===== config.mk =====
export PLATFORM = sky130hd
export DESIGN_NAME = nand_timing_quantizer
export DESIGN_NICKNAME = d
export VERILOG_FILES = /design/src/rtl/ntq_pkg.sv /design/src/rtl/ntq_divider.sv /design/src/rtl/ntq_datapath.sv /design/src/rtl/ntq_ctrl.sv /design/src/rtl/nand_timing_quantizer.sv
export SDC_FILE = /design/constraint.sdc
export NUM_CORES = 1
export LEC_CHECK = 0
export ABC_CLOCK_PERIOD_IN_PS = 9800
export CAP_MARGIN = 25
export CELL_PAD_IN_SITES_DETAIL_PLACEMENT = 0
export CELL_PAD_IN_SITES_GLOBAL_PLACEMENT = 1
export CORE_ASPECT_RATIO = 2
export CORE_MARGIN = 2
export CORE_UTILIZATION = 25
export CTS_BUF_LIST = sky130_fd_sc_hd__clkbuf_8
export CTS_CLUSTER_SIZE = 8
export DETAILED_ROUTE_END_ITERATION = 8
export DONT_BUFFER_PORTS = 1
export PLACE_DENSITY = 0.43
export SYNTH_ARGS = -nofsm -noshare
export SYNTH_HDL_FRONTEND = slang
export SYNTH_HIERARCHICAL = 1
export SYNTH_SLANG_ARGS = --single-unit

===== constraint.sdc =====
create_clock -name clk -period 9.8 [get_ports clk]
set_clock_uncertainty 0.05 [all_clocks]
set_input_delay 2.45 -clock clk [delete_from_list [all_inputs] [get_ports clk]]
set_output_delay 2.45 -clock clk [all_outputs]
set_load 0.02 [all_outputs]

===== src/rtl/ntq_pkg.sv =====
package ntq_pkg;
  typedef enum logic [1:0] {
    SEL_DS  = 2'd0,
    SEL_DH  = 2'd1,
    SEL_AS  = 2'd2,
    SEL_SDF = 2'd3
  } opSel_e;

  typedef struct packed {
    logic   latch;
    logic   divGo;
    logic   capture;
    logic   tradeStep;
    opSel_e sel;
  } ctrlStrobe_t;
endpackage


===== src/rtl/ntq_divider.sv =====
module ntq_divider #(
  parameter int NUM_W = 13,
  parameter int DEN_W = 8
) (
  input  logic             clk,
  input  logic             rstN,
  input  logic             go,
  input  logic [NUM_W-1:0] num,
  input  logic [DEN_W-1:0] den,
  output logic             done,
  output logic [NUM_W-1:0] quotient
);
  localparam int CNT_W = $clog2(NUM_W + 1);

  logic [DEN_W-1:0] rem;
  logic [CNT_W-1:0] cnt;
  logic             busy;
  logic [DEN_W:0]   shifted;
  logic [DEN_W:0]   diff;
  logic             fits;

  assign shifted = {rem, quotient[NUM_W-1]};
  assign fits    = shifted >= {1'b0, den};
  assign diff    = shifted - {1'b0, den};

  always_ff @(posedge clk or negedge rstN) begin
    if (!rstN) begin
      rem      <= '0;
      quotient <= '0;
      cnt      <= '0;
      busy     <= 1'b0;
      done     <= 1'b0;
    end else begin
      done <= 1'b0;
      if (go) begin
        rem      <= '0;
        quotient <= num;
        cnt      <= CNT_W'(NUM_W);
        busy     <= 1'b1;
      end else if (busy) begin
        rem      <= fits ? diff[DEN_W-1:0] : shifted[DEN_W-1:0];
        quotient <= {quotient[NUM_W-2:0], fits};
        cnt      <= cnt - 1'b1;
        if (cnt == CNT_W'(1)) begin
          busy <= 1'b0;
          done <= 1'b1;
        end
      end
    end
  end
endmodule


===== src/rtl/ntq_datapath.sv =====
module ntq_datapath
  import ntq_pkg::*;
#(
  parameter int NS_W           = 8,
  parameter int CHIP_W         = 3,
  parameter int CYC_W          = 8,
  parameter int SDF_W          = 4,
  parameter int DLL_MAX_PERIOD = 32,
  parameter int DLL_MAX_DELAY  = 16
) (
  input  logic              clk,
  input  logic              rstN,
  input  ctrlStrobe_t       strobe,
  input  logic [NS_W-1:0]   periodNs,
  input  logic [CHIP_W-1:0] chipCount,
  input  logic [NS_W-1:0]   dataSetupNs,
  input  logic [NS_W-1:0]   dataHoldNs,
  input  logic [NS_W-1:0]   addrSetupNs,
  input  logic [NS_W-1:0]   sampleDelayNs,
  output logic              divDone,
  output logic              tradeNeeded,
  output logic [NS_W-1:0]   periodQ,
  output logic [CYC_W-1:0]  dataSetupCyc,
  output logic [CYC_W-1:0]  dataHoldCyc,
  output logic [CYC_W-1:0]  addrSetupCyc,
  output logic              halfPeriod,
  output logic [SDF_W-1:0]  sampleFactor
);
  localparam int SUM_W   = NS_W + 1;
  localparam int DIV_W   = NS_W + 5;
  localparam int PROD_W  = NS_W + SDF_W;
  localparam int CYC_MAX = (1 << CYC_W) - 1;
  localparam int SDF_MAX = (1 << SDF_W) - 1;

  logic [SUM_W-1:0]  adj, dsNsQ, dhNsQ, asNsQ;
  logic [NS_W-1:0]   idealQ;
  logic [CYC_W-1:0]  dsW, dhW, asW;
  logic              halfW;
  logic [2:0]        shiftAmt;
  logic [PROD_W-1:0] prod, prodShift, maxSd;
  logic [DIV_W-1:0]  timeSel, num, quo;
  logic [CYC_W-1:0]  satCyc, minOne;
  logic [SDF_W-1:0]  satSdf;

  // bus-loading relief added to the three interface times
  always_comb begin
    if (chipCount > CHIP_W'(2))       adj = SUM_W'(10);
    else if (chipCount == CHIP_W'(2)) adj = SUM_W'(5);
    else                              adj = '0;
  end

  assign halfW     = periodQ > NS_W'(DLL_MAX_PERIOD / 2);
  assign shiftAmt  = halfW ? 3'd4 : 3'd3;
  assign prod      = PROD_W'(SDF_MAX) * PROD_W'(periodQ);
  assign prodShift = prod >> shiftAmt;

  always_comb begin
    if (periodQ > NS_W'(DLL_MAX_PERIOD))          maxSd = '0;
    else if (prodShift > PROD_W'(DLL_MAX_DELAY))  maxSd = PROD_W'(DLL_MAX_DELAY);
    else                                          maxSd = prodShift;
  end

  assign tradeNeeded = (PROD_W'(idealQ) > maxSd) && (dsW < CYC_W'(CYC_MAX));

  always_comb begin
    unique case (strobe.sel)
      SEL_DS:  timeSel = DIV_W'(dsNsQ);
      SEL_DH:  timeSel = DIV_W'(dhNsQ);
      SEL_AS:  timeSel = DIV_W'(asNsQ);
      default: timeSel = DIV_W'(idealQ) << shiftAmt;
    endcase
  end

  assign num = timeSel + DIV_W'(periodQ) - DIV_W'(1);

  ntq_divider #(.NUM_W(DIV_W), .DEN_W(NS_W)) u_divider (
    .clk      (clk),
    .rstN     (rstN),
    .go       (strobe.divGo),
    .num      (num),
    .den      (periodQ),
    .done     (divDone),
    .quotient (quo)
  );

  assign satCyc = (quo > DIV_W'(CYC_MAX)) ? CYC_W'(CYC_MAX) : quo[CYC_W-1:0];
  assign minOne = (satCyc == '0) ? CYC_W'(1) : satCyc;
  assign satSdf = (quo > DIV_W'(SDF_MAX)) ? SDF_W'(SDF_MAX) : quo[SDF_W-1:0];

  always_ff @(posedge clk or negedge rstN) begin
    if (!rstN) begin
      periodQ      <= '0;
      dsNsQ        <= '0;
      dhNsQ        <= '0;
      asNsQ        <= '0;
      idealQ       <= '0;
      dsW          <= '0;
      dhW          <= '0;
      asW          <= '0;
      dataSetupCyc <= '0;
      dataHoldCyc  <= '0;
      addrSetupCyc <= '0;
      halfPeriod   <= 1'b0;
      sampleFactor <= '0;
    end else begin
      if (strobe.latch) begin
        periodQ <= periodNs;
        dsNsQ   <= SUM_W'(dataSetupNs) + adj;
        dhNsQ   <= SUM_W'(dataHoldNs) + adj;
        asNsQ   <= SUM_W'(addrSetupNs) + adj;
        idealQ  <= sampleDelayNs;
      end
      if (strobe.tradeStep) begin
        dsW    <= dsW + 1'b1;
        idealQ <= (idealQ > periodQ) ? idealQ - periodQ : '0;
      end
      if (strobe.capture) begin
        unique case (strobe.sel)
          SEL_DS: dsW <= minOne;
          SEL_DH: dhW <= minOne;
          SEL_AS: asW <= satCyc;
          default: begin
            dataSetupCyc <= dsW;
            dataHoldCyc  <= dhW;
            addrSetupCyc <= asW;
            halfPeriod   <= halfW;
            sampleFactor <= satSdf;
          end
        endcase
      end
    end
  end
endmodule


===== src/rtl/ntq_ctrl.sv =====
module ntq_ctrl
  import ntq_pkg::*;
(
  input  logic        clk,
  input  logic        rstN,
  input  logic        start,
  input  logic        divDone,
  input  logic        tradeNeeded,
  output ctrlStrobe_t strobe,
  output logic        done,
  output logic        running
);
  typedef enum logic [2:0] {
    ST_IDLE, ST_ISSUE, ST_WAIT, ST_TRADE, ST_FINISH
  } state_e;

  state_e state, stateNext;
  opSel_e selQ, selNext;

  always_comb begin
    stateNext = state;
    selNext   = selQ;
    strobe    = '{latch: 1'b0, divGo: 1'b0, capture: 1'b0,
                  tradeStep: 1'b0, sel: selQ};
    unique case (state)
      ST_IDLE: if (start) begin
        strobe.latch = 1'b1;
        selNext      = SEL_DS;
        stateNext    = ST_ISSUE;
      end
      ST_ISSUE: begin
        strobe.divGo = 1'b1;
        stateNext    = ST_WAIT;
      end
      ST_WAIT: if (divDone) begin
        strobe.capture = 1'b1;
        unique case (selQ)
          SEL_DS:  begin selNext = SEL_DH; stateNext = ST_ISSUE; end
          SEL_DH:  begin selNext = SEL_AS; stateNext = ST_ISSUE; end
          SEL_AS:  stateNext = ST_TRADE;
          default: stateNext = ST_FINISH;
        endcase
      end
      ST_TRADE: begin
        if (tradeNeeded) strobe.tradeStep = 1'b1;
        else begin
          selNext   = SEL_SDF;
          stateNext = ST_ISSUE;
        end
      end
      default: stateNext = ST_IDLE;
    endcase
  end

  always_ff @(posedge clk or negedge rstN) begin
    if (!rstN) begin
      state <= ST_IDLE;
      selQ  <= SEL_DS;
    end else begin
      state <= stateNext;
      selQ  <= selNext;
    end
  end

  assign done    = state == ST_FINISH;
  assign running = state != ST_IDLE;
endmodule


===== src/rtl/nand_timing_quantizer.sv =====
module nand_timing_quantizer
  import ntq_pkg::*;
#(
  parameter int NS_W           = 8,
  parameter int CHIP_W         = 3,
  parameter int CYC_W          = 8,
  parameter int SDF_W          = 4,
  parameter int DLL_MAX_PERIOD = 32,
  parameter int DLL_MAX_DELAY  = 16
) (
  input  logic              clk,
  input  logic              rstN,
  input  logic              start,
  input  logic [NS_W-1:0]   periodNs,
  input  logic [CHIP_W-1:0] chipCount,
  input  logic [NS_W-1:0]   dataSetupNs,
  input  logic [NS_W-1:0]   dataHoldNs,
  input  logic [NS_W-1:0]   addrSetupNs,
  input  logic [NS_W-1:0]   sampleDelayNs,
  output logic [CYC_W-1:0]  dataSetupCyc,
  output logic [CYC_W-1:0]  dataHoldCyc,
  output logic [CYC_W-1:0]  addrSetupCyc,
  output logic              halfPeriod,
  output logic [SDF_W-1:0]  sampleFactor,
  output logic              done
);
  ctrlStrobe_t     strobe;
  logic            divDone;
  logic            tradeNeeded;
  logic            running;
  logic [NS_W-1:0] periodQ;

  ntq_ctrl u_ctrl (
    .clk         (clk),
    .rstN        (rstN),
    .start       (start),
    .divDone     (divDone),
    .tradeNeeded (tradeNeeded),
    .strobe      (strobe),
    .done        (done),
    .running     (running)
  );

  ntq_datapath #(
    .NS_W(NS_W), .CHIP_W(CHIP_W), .CYC_W(CYC_W), .SDF_W(SDF_W),
    .DLL_MAX_PERIOD(DLL_MAX_PERIOD), .DLL_MAX_DELAY(DLL_MAX_DELAY)
  ) u_datapath (
    .clk           (clk),
    .rstN          (rstN),
    .strobe        (strobe),
    .periodNs      (periodNs),
    .chipCount     (chipCount),
    .dataSetupNs   (dataSetupNs),
    .dataHoldNs    (dataHoldNs),
    .addrSetupNs   (addrSetupNs),
    .sampleDelayNs (sampleDelayNs),
    .divDone       (divDone),
    .tradeNeeded   (tradeNeeded),
    .periodQ       (periodQ),
    .dataSetupCyc  (dataSetupCyc),
    .dataHoldCyc   (dataHoldCyc),
    .addrSetupCyc  (addrSetupCyc),
    .halfPeriod    (halfPeriod),
    .sampleFactor  (sampleFactor)
  );
endmodule


Word level (Yosys, flattened, before mapping):

Cells that the tools add are included.

* output and inout bits: 30
* bits in registers: 128
* input bits: 46
* word-level logic and storage cells: 114

* $add $sub $neg: 9
* shifts and indexed selects: 2
* equal/unequal tests: 12
* multiply operators: 1
* magnitude comparators: 10
* reductions and logical operators: 14
* bitwise operators: 1
* multiplexer cells: 45

Operators with widths (number)
* $mux 8: 11
* $pmux 13 s3: 1
* $add 8x9->9: 3
* $mux 13: 2
* $mux 12: 2
* $mux 4: 4
* $sub 8x8->8: 2
* $mux 3: 5
* $add 13x8->13: 1
* $gt 13x4->1 const B: 1
* $gt 13x8->1 const B: 1
* $mux 1: 13
* $shl 8x3->13: 1
* $sub 13x1->13 const B: 1
* $gt 12x5->1 const B: 1
* $gt 8x12->1: 1
* $mul 4x8->12 const A: 1
* $pmux 3 s4: 1
* $shr 12x3->12: 1
* $eq 3x2->1 const B: 3
* $ge 9x8->1: 1
* $add 8x1->8 const B: 1
* $gt 8x5->1 const B: 1
* $gt 8x6->1 const B: 1
* other kinds (28): 34

Longest topological paths before layout:

Gate-level depths: netlist (run 1).

* depth in word-level cells: 13
* mapped depth: 26
* depth with buffers taken out: 25

Cells and area by module:

Netlist (run 1), hierarchy kept.

By module, submodules not included
* ntq_datapath: area each 6937.9 um2, seq. area each 2402.3 um2, cells each 779, instances 1
* ntq_divider: area each 1689.1 um2, seq. area each 675.6 um2, cells each 182, instances 1
* ntq_ctrl: area each 347.8 um2, seq. area each 125.1 um2, cells each 40, instances 1

Worst setup path before layout (run 1):

No wires, ideal clock.

* path type: register to register
* start: register u_datapath.periodQ[5]
* end: register u_datapath.idealQ[5]
* required time: 9629 ps
* library setup time: 121 ps
* buffers on the path: 2
* arrival: 5431 ps
* stages on the path, launching flop included: 23
* setup slack: 4198 ps
* path through: dfrtp_1 -> inv_1 -> fa_1 -> fa_1 -> inv_1 -> ha_1 -> or3_1 -> o221a_1 -> or4_4 -> a21oi_2 -> o2111ai_1 -> ha_1 -> nor2b_1 -> o21a_1 -> o21a_1 -> o21ai_0 -> a21oi_1 -> o31a_1 -> and3_1 -> clkbuf_1 -> or2_2 -> buf_2 -> o22a_1

RTL lines
* start: declaration: RTL line ntq_datapath.sv:22 `output logic [NS_W-1:0] periodQ,`
* start signal: assignment: RTL line ntq_datapath.sv:107 `periodQ <= periodNs;`
* end signal: assignment: RTL line ntq_datapath.sv:111 `idealQ <= sampleDelayNs;`
* end signal: assignment: RTL line ntq_datapath.sv:115 `idealQ <= (idealQ > periodQ) ? idealQ - periodQ : '0;`
* end: declaration: RTL line ntq_datapath.sv:36 `logic [NS_W-1:0] idealQ;`

==> results_dict.tcl, run 1 <==
set metrics [dict create \
    drt_iter0_drc 343 \
    setup_viol_count_final 0 \
    synthCells 1000 \
    fin_nets 1137 \
    grt_pass1_wl_um 42750 \
    port_buffers 0 \
    drv_cap 0 \
    core-area_mm2 0.03556 \
    reg2regPathDepth 22 \
    placed_cells 1424 \
    area_growth_pct 9.542 \
    routabilityCongestion 0.7927 \
    arrival_ps 7010 \
    cts_buffers 17 \
    ys_warn_count 6 \
    drive_above_1_share_pct 8.151 \
    worstSetupStartpointType "flip-flop" \
    routedWlPerCell_um 18.86 \
    antenna_found_initial 1 \
    syn_area_mm2 0.008969 \
    rrSetupSlack_ps 3160 \
    grt_pass1_vias 7420 \
    crit_start "u_datapath/periodQ[5]$_DFFE_PN0P_" \
    initial_core_util_pct 25.22 \
    r2r-start "u_datapath/periodQ[5]$_DFFE_PN0P_" \
    fmax_mhz 150.5 \
    htreeDepth 4 \
    hold_buffers 0 \
    die_x_um 137.9 \
    tns_ps 0 \
    hp-class "reg2reg" \
    worstMarginPinSlew_ps 935.6 \
    cts.sinks 128 \
    drv_slew 0 \
    vias 6858 \
    period_share_pct 67.80 \
    postCtsSetupBuffers 0 \
    drt-pass1-iter-count 4 \
    slew_headroom_pct 37.07 \
    cts_buffer_depth 2 \
    fin_hold_ws_ps 423.4 \
    clkLatencyLatePin_ps 480 \
    std_cell_rows 98 \
    avgSynthCellArea_um2 8.969 \
    path_clk_slew_ps 80 \
    end_kind "flip-flop" \
    cts_tree "yes" \
    rsz0062_at_grt "no" \
    hp-start "u_datapath/dhW[7]$_DFFE_PN0P_" \
    critical_path_class "reg2reg" \
    die_area_mm2 0.03750 \
    final_cell_count_no_fill 1457 \
    critPathRequiredTime_ps 10160 \
    dp_hpwl_um 21140 \
    cts_root_buffer "clkbuf_8" \
    cp-endpoint "u_datapath/idealQ[6]$_DFFE_PN0P_" \
    grtUsageTotal_pct 15.39 \
    die_h_um 271.9 \
    hold_viol 0 \
    reg2reg_to "u_datapath/idealQ[6]$_DFFE_PN0P_" \
    antenna_left 0 \
    wl_um 27480 \
    grt_max_degree 129 \
    grt_overflow 0 \
    crit_fanout 17 \
    status "finished clean" \
    routed_via_density 4.707 \
    pin_count 76 \
    drc 0 \
    cts_resized 0 \
    fin_crit_ps 6644 \
]
[flip-flops by register name (all words and copies together), names as in the netlist]
register,count
u_datapath/u_divider/quotient,13
u_datapath/asNsQ,9
u_datapath/dhNsQ,9
u_datapath/dsNsQ,9
u_datapath/addrSetupCyc,8
u_datapath/asW,8
u_datapath/dataHoldCyc,8
u_datapath/dataSetupCyc,8
u_datapath/dhW,8
u_datapath/dsW,8
u_datapath/idealQ,8
u_datapath/periodQ,8
u_datapath/u_divider/rem,8
u_datapath/sampleFactor,4
u_datapath/u_divider/cnt,4
u_ctrl/state,3
u_ctrl/selQ,2
u_datapath/halfPeriod,1
u_datapath/u_divider/busy,1
u_datapath/u_divider/done,1
[worst max-delay path, cell delays in order, from the launching register on]
cell	delay, ps
dfrtp_1	410
inv_1	410
fa_1	550
fa_1	520
inv_1	40
ha_1	230
or3_1	380
o221a_1	240
or4_4	430
a21oi_2	260
o2111ai_1	190
ha_1	370
nor2b_1	120
o21a_1	120
o21a_1	150
o21ai_0	100
a21oi_1	160
o31a_1	160
and3_1	590
o221ai_1	230
a211o_1	400
nor3_1	290
o22a_1	180
[layer usage]
metal | track usage, % | vias up | routed length [um]
met5 | 0 | - | 0
met4 | 5.424 | 0 | 588
met1 | 15.35 | 3297 | 10060
li1 | - | 3427 | -
met2 | 30.59 | 107 | 15980
met3 | 2.755 | 27 | 848
[final cells by class]
type / instances / area, um2
repair buffers: 10 / 80.08
flip-flops and latches: 128 / 3203
clock buffers: 19 / 261.5
multi-input cells: 752 / 5298
inverters: 84 / 315.3
clock inverters: 13 / 101.3
well taps: 450 / 563.0
diodes: 1 / 2.502
fillers: 3917 / 25730
[placed cells by master (no fill, tap or decap), types with 16 or more instances in the layout]
master and instances:
fa_1 19, xnor2_1 27, a21oi_1 59, ha_1 79, mux2i_1 34, nor2b_1 21
mux2_2 16, o21ai_0 72, clkbuf_8 19, xor2_1 20, dfrtp_1 128, nand2_1 143
inv_1 83, nor2_1 77
[stage by stage]
stage / cell area (um2) / setup slack (ps) / util, %
after floorplan: 8976 / 4198 / -
after global placement: 9439 / 3306 / 26.54
after detailed placement: 9459 / 3114 / 26.60
after CTS: 9822 / 3063 / 27.62
after global routing: 9824 / 2655 / 27.63
final: 9824 / 3156 / 27.63
[how the worst min path moves through the flow]
stage / to / slack (ps) / cells after the start
after floorplan: u_datapath/addrSetupCyc[0]$_DFFE_PN0P_ / 390 / 2
after global placement: u_datapath/addrSetupCyc[7]$_DFFE_PN0P_ / 400 / 2
after detailed placement: u_datapath/dataHoldCyc[7]$_DFFE_PN0P_ / 410 / 2
after CTS: u_datapath/addrSetupCyc[2]$_DFFE_PN0P_ / 430 / 2
after global routing: u_datapath/addrSetupCyc[2]$_DFFE_PN0P_ / 440 / 2
final: u_datapath/dataHoldCyc[7]$_DFFE_PN0P_ / 420 / 2
Power of run 1 is left out: the tool's default activity adds up to more than one toggle a clock period on the data nets, which glitch-free logic cannot reach.
==> inputs of run 2 (changes only) <==
--- a/config.mk
+++ b/config.mk
@@ -5,7 +5,8 @@
 export SDC_FILE = /design/constraint.sdc
 export NUM_CORES = 1
 export LEC_CHECK = 0
-export ABC_CLOCK_PERIOD_IN_PS = 9800
+export ABC_AREA = 1
+export ABC_CLOCK_PERIOD_IN_PS = 5800
 export CAP_MARGIN = 25
 export CELL_PAD_IN_SITES_DETAIL_PLACEMENT = 0
 export CELL_PAD_IN_SITES_GLOBAL_PLACEMENT = 1
@@ -16,7 +17,7 @@
 export CTS_CLUSTER_SIZE = 8
 export DETAILED_ROUTE_END_ITERATION = 8
 export DONT_BUFFER_PORTS = 1
-export PLACE_DENSITY = 0.43
+export PLACE_DENSITY = 0.46
 export SYNTH_ARGS = -nofsm -noshare
 export SYNTH_HDL_FRONTEND = slang
 export SYNTH_HIERARCHICAL = 1
==> constraint.sdc (replaced) <==
create_clock -name clk -period 5.8 [get_ports clk]
set_clock_uncertainty 0.05 [all_clocks]
set_input_delay 1.45 -clock clk [delete_from_list [all_inputs] [get_ports clk]]
set_output_delay 1.45 -clock clk [all_outputs]
set_load 0.02 [all_outputs]
==> results_dict.tcl, run 2 <==
set metrics [dict create \
    wl_um 28210 \
    core-area_mm2 0.03704 \
    grt-busiest-layer "met2" \
    largest_register "u_datapath/u_divider/quotient" \
    fmax_mhz 186.6 \
    synth_top_area_cell "dfrtp_1" \
    antenna_found_initial 1 \
    die_area_mm2 0.03912 \
    grt_pass1_wl_um 44750 \
    port_buffers 0 \
    critPathRequiredTime_ps 6150 \
    die_h_um 277.7 \
    routed_via_density 4.510 \
    drt-pass1-iter-count 6 \
    setup_viol_count_final 0 \
    largest_register_ff_count 13 \
    rsz0062_at_grt "no" \
    synth_top_area_share_pct 34.20 \
    hold_buffers 0 \
    vias 7725 \
    met3_usage_pct 2.330 \
    std_cell_rows 100 \
    antenna_left 0 \
    async_flop_share_pct 100.0 \
    ys_seq_elements 128 \
    synth.area.top_cells "dfrtp_1, nand2_1, ha_1" \
    die_x_um 140.9 \
    tns_ps 0 \
    layout_common_cells "nand2_1, inv_1, dfrtp_1" \
    period_share_pct 92.38 \
    ys_warn_count 6 \
    cts_root_buffer "clkbuf_8" \
    final_common_cell "nand2_1" \
    fin_nets 1384 \
    path_clk_slew_ps 80 \
    drv_cap 0 \
    cts_buffer_depth 2 \
    synth_edf_count 0 \
    gr-usage-met2_pct 30.96 \
    avgSynthCellArea_um2 7.646 \
    worstMarginPinSlew_ps 970.5 \
    cts_buffers 17 \
    end_kind "flip-flop" \
    crit_fanout 8 \
    drv_slew 0 \
    grtUsageTotal_pct 14.96 \
    synthFlopType "dfrtp_1" \
    clkLatencyLatePin_ps 480 \
    routabilityCongestion 0.7916 \
    syn_area_mm2 0.009366 \
    nFillCells 4142 \
    arrival_ps 5710 \
    hp-class "reg2reg" \
    area_growth_pct 10.61 \
    grt_pass1_vias 8178 \
    grt_overflow 0 \
    status "finished clean" \
    critical_path_class "reg2reg" \
    yosysUniqueCellTypes 49 \
    htreeDepth 4 \
    drt_iter0_drc 307 \
    yosys-top-cells-count "nand2_1, inv_1, dfrtp_1, o21ai_0, ha_1" \
    ys_seq_area_share_pct 34.20 \
    use_met1_pct 14.87 \
    post-synth-top-count-cell "nand2_1" \
    routedWlPerCell_um 16.47 \
    hold_viol 0 \
    grt_max_degree 129 \
    cts_tree "yes" \
    dp_hpwl_um 22600 \
    slew_headroom_pct 35.23 \
    cts.sinks 128 \
    initial_core_util_pct 25.29 \
    drive_above_1_share_pct 12.13 \
    synthCells 1225 \
    drc 0 \
    fin_crit_ps 5358 \
    worstSetupStartpointType "flip-flop" \
    pin_count 76 \
]
## run 2: changes by cell type in the layout (fill, tap and decap cells not counted), moves of 14 or more
cell	previous run	this run
nand2_1	143	299
inv_1	83	189
nand3_1	5	57
mux2i_1	34	0
nand2_2	0	23
inv_2	1	22
nor2b_1	21	0
a21oi_1	59	41
xnor2_1	27	10
mux2_2	16	0
a22oi_1	1	16
o21ai_1	4	18
## run 2: what timing repair did
item | in CTS | in global routing
setup endpoints to repair | 0 | 12
buffers inserted | 0 | 6
gates resized for setup | 0 | 11
endpoints found under the hold margin | 0 | 0
## run 2: routing by layer
metal / vias up / wire [um] / part of all wire, %
met5: - / 0 / 0
met4: 0 / 438 / 1.6
li1: 3969 / - / -
met3: 21 / 591 / 2.1
met1: 3645 / 10580 / 38
met2: 90 / 16600 / 59
## run 2: worst max-delay path, stage by stage (launching register included)
cell and delay [ps]:
dfrtp_2 390, clkinvlp_4 180, fa_1 540, fa_1 520
inv_1 40, ha_1 370, nand2_1 160, inv_1 60
nand2_2 80, nand3_2 90, nand2_1 120, nand2_1 70
nand2_1 70, nand2_1 100, a21oi_2 190, nand4_1 100
ha_1 340, nand2_1 70, o21ai_1 180, a21oi_2 110
nor3_1 180, nand4_1 190, inv_2 150, clkinvlp_4 170
a21oi_1 170, a21boi_4 310, nand3_1 110, a22oi_1 140
## run 2: worst paths after layout
| check | start | depth (start not counted) | to | slack, ps |
|---|---|---|---|---|
| max | u_datapath/periodQ[3]$_DFFE_PN0P_ | 27 | u_datapath/idealQ[3]$_DFFE_PN0P_ | 440 |
| min | u_datapath/u_divider/cnt[3]$_DFFE_PN0P_ | 1 | u_datapath/u_divider/cnt[3]$_DFFE_PN0P_ | 430 |
| min reg2reg | u_datapath/u_divider/cnt[3]$_DFFE_PN0P_ | 1 | u_datapath/u_divider/cnt[3]$_DFFE_PN0P_ | 430 |
| min in group asynchronous | rstN | 0 | u_datapath/addrSetupCyc[2]$_DFFE_PN0P_ | 620 |
| max in group asynchronous | rstN | 0 | u_datapath/dataSetupCyc[7]$_DFFE_PN0P_ | 4770 |
| max reg2reg | u_datapath/periodQ[3]$_DFFE_PN0P_ | 27 | u_datapath/idealQ[3]$_DFFE_PN0P_ | 440 |
## run 2: final cells by class
class	count	area [um2]	area share, %
multi-input cells	861	5233	50.51
inverters	211	799.5	7.717
well taps	459	574.3	5.543
repair buffers	21	157.7	1.522
flip-flops and latches	128	3206	30.94
diodes	1	2.502	0.02415
clock buffers	18	247.7	2.391
clock inverters	14	140.1	1.353
## run 2: cell families (layout without fill, tap and decap cells)
group / count (synthesis) / after routing / synth area share, %
adder cells (fa/ha/maj): 98 / 98 / 14.61
flip-flops: 128 / 128 / 34.20
other: 1 / 4 / 0.04004
AO/OA/AOI/OAI: 205 / 205 / 12.80
AND/OR/NAND/NOR: 529 / 529 / 25.61
buffers and inverters: 238 / 264 / 10.31
XOR/XNOR: 26 / 26 / 2.431
## run 2: metrics by stage
| stage | hold slack (ps) | area (um2) | util [%] | cells | worst slack, ps |
|---|---|---|---|---|---|
| floorplan | 392.2 | 9374 | - | 1227 | 982.7 |
| global placement | 408.3 | 9902 | 26.74 | 1674 | 184.8 |
| detailed placement | 415.0 | 9902 | 26.74 | 1674 | 105.9 |
| CTS | 431.2 | 10290 | 27.78 | 1706 | 55.53 |
| global route | 452.1 | 10360 | 27.97 | 1713 | 50.35 |
| finish | 428.4 | 10360 | 27.97 | 1713 | 442.1 |
Power of run 2 is left out for the same reason.
==> inputs of run 3 (changes only) <==
--- a/config.mk
+++ b/config.mk
@@ -12,12 +12,12 @@
 export CELL_PAD_IN_SITES_GLOBAL_PLACEMENT = 1
 export CORE_ASPECT_RATIO = 2
 export CORE_MARGIN = 2
-export CORE_UTILIZATION = 25
+export CORE_UTILIZATION = 45
 export CTS_BUF_LIST = sky130_fd_sc_hd__clkbuf_8
 export CTS_CLUSTER_SIZE = 8
 export DETAILED_ROUTE_END_ITERATION = 8
 export DONT_BUFFER_PORTS = 1
-export PLACE_DENSITY = 0.46
+export PLACE_DENSITY = 0.87
 export SYNTH_ARGS = -nofsm -noshare
 export SYNTH_HDL_FRONTEND = slang
 export SYNTH_HIERARCHICAL = 1
==> results_dict.tcl, run 3 (synthesized netlist as in run 2, its figures left out) <==
set metrics [dict create \
    rrSetupSlack_ps 450 \
    hp-class "reg2reg" \
    cts_buffer_depth 2 \
    dp_hpwl_um 18430 \
    fmax_mhz 187.0 \
    port_buffers 0 \
    worstSetupStartpointType "flip-flop" \
    placed_cells 1476 \
    cts_tree "yes" \
    period_share_pct 92.19 \
    antenna_left 0 \
    hold_depth 2 \
    path_clk_slew_ps 80 \
    layout_common_cells "nand2_1, inv_1, dfrtp_1" \
    fin_crit_ps 5347 \
    worstMarginPinSlew_ps 920.6 \
    vias 7876 \
    grtUsageTotal_pct 22.32 \
    std_cell_rows 74 \
    crit_fanout 9 \
    cts.sinks 128 \
    final_cell_count_no_fill 1512 \
    drive_above_1_share_pct 11.16 \
    cp-endpoint "u_datapath/idealQ[3]$_DFFE_PN0P_" \
    reg2reg_to "u_datapath/idealQ[3]$_DFFE_PN0P_" \
    initial_core_util_pct 45.77 \
    fin_nets 1377 \
    die_x_um 106.0 \
    hold_viol 0 \
    die_area_mm2 0.02205 \
    largest_register_ff_count 13 \
    antenna_found_initial 0 \
    routabilityCongestion 0.9136 \
    drv_slew 0 \
    grt_max_degree 129 \
    setup_viol_count_final 0 \
    final_common_cell "nand2_1" \
    drc 0 \
    routed_via_density 5.209 \
    routedWlPerCell_um 15.70 \
    largest_register "u_datapath/u_divider/quotient" \
    antenna_cells 0 \
    wl_um 23740 \
    slew_headroom_pct 38.49 \
    r2r-start "u_datapath/periodQ[2]$_DFFE_PN0P_" \
    cts_root_buffer "clkbuf_8" \
    hold_buffers 0 \
    grt_pass1_wl_um 38700 \
    crit_start "u_datapath/periodQ[2]$_DFFE_PN0P_" \
    grt_pass1_vias 7907 \
    drt_iter0_drc 434 \
    htreeDepth 4 \
    grt_overflow 0 \
    critical_path_class "reg2reg" \
    die_h_um 208.0 \
    fin_hold_ws_ps 437.0 \
    end_kind "flip-flop" \
    area_growth_pct 7.186 \
    reg2regPathDepth 26 \
    drt-pass1-iter-count 5 \
    critPathRequiredTime_ps 6110 \
    clkLatencyLatePin_ps 450 \
    arrival_ps 5660 \
    pin_count 76 \
    cts_buffers 17 \
    drv_cap 0 \
    core-area_mm2 0.02046 \
    status "finished clean" \
]
==> run 3: area by class of cell <==
class                           count  area [um2]
Inverter                          211       802.0
Timing Repair Buffer               14       105.1
Clock buffer                       21       289.0
Tap cell                          266       332.8
Clock inverter                     11       88.84
Sequential cell                   128        3204
Multi-Input combinational cell    861        5218
Fill cell                        2039       10420
==> run 3: worst max-delay path, stage by stage (launching register included) <==
cell and delay [ps]:
dfrtp_1 450, clkinvlp_4 190, fa_1 520, fa_1 540, inv_1 50, ha_1 430
nand2_1 110, nor2_2 130, nand2_2 60, nand4_1 120, nand2_1 80, nand2_1 70
nand2_1 90, a21oi_2 180, nand4_1 110, ha_1 350, nand2_1 70, o21ai_0 150
a21oi_1 100, nor3_2 170, nand4_1 230, inv_4 180, inv_1 150, a21oi_1 150
a21boi_4 280, nand3_1 100, a22oi_1 140
==> run 3: repair_timing <==
action | 4_1_cts | 5_1_grt
resized for setup | 0 | 6
buffers inserted | 0 | 4
setup endpoints to repair | 0 | 13
==> run 3: worst min path at each step <==
| stage | slack [ps] | start | end |
|---|---|---|---|
| 6_report | 440 | u_datapath/dhNsQ[3]$_DFFE_PN0P_ | u_datapath/dhNsQ[3]$_DFFE_PN0P_ |
| 5_1_grt | 450 | u_datapath/asNsQ[0]$_DFFE_PN0P_ | u_datapath/asNsQ[0]$_DFFE_PN0P_ |
| 4_1_cts | 440 | u_datapath/asNsQ[0]$_DFFE_PN0P_ | u_datapath/asNsQ[0]$_DFFE_PN0P_ |
| 3_5_place_dp | 420 | u_datapath/asNsQ[0]$_DFFE_PN0P_ | u_datapath/asNsQ[0]$_DFFE_PN0P_ |
| 3_3_place_gp | 410 | u_datapath/u_divider/cnt[3]$_DFFE_PN0P_ | u_datapath/u_divider/cnt[3]$_DFFE_PN0P_ |
| 2_1_floorplan | 390 | u_datapath/asNsQ[0]$_DFFE_PN0P_ | u_datapath/asNsQ[0]$_DFFE_PN0P_ |
==> run 3: metal layers <==
metal | share of wire, % | GRT usage (%) | vias up
li1 | - | - | 3948
met1 | 36 | 22.70 | 3682
met2 | 57 | 44.16 | 201
met3 | 3.3 | 2.976 | 45
met4 | 3.5 | 9.301 | 0
met5 | 0 | 0 | -
==> run 3: metrics by stage <==
stage                     TNS [ps]  cell area (um2)  util, %  worst slack, ps
after detailed placement         0             9615    46.99            191.7
after global routing        -116.5            10040    49.06           -44.46
after global placement           0             9615    46.99            274.3
after CTS                        0             9993    48.84            158.4
final                            0            10040    49.06            453.2
after floorplan                  0             9374        -            982.7
Power of run 3 is left out for the same reason.
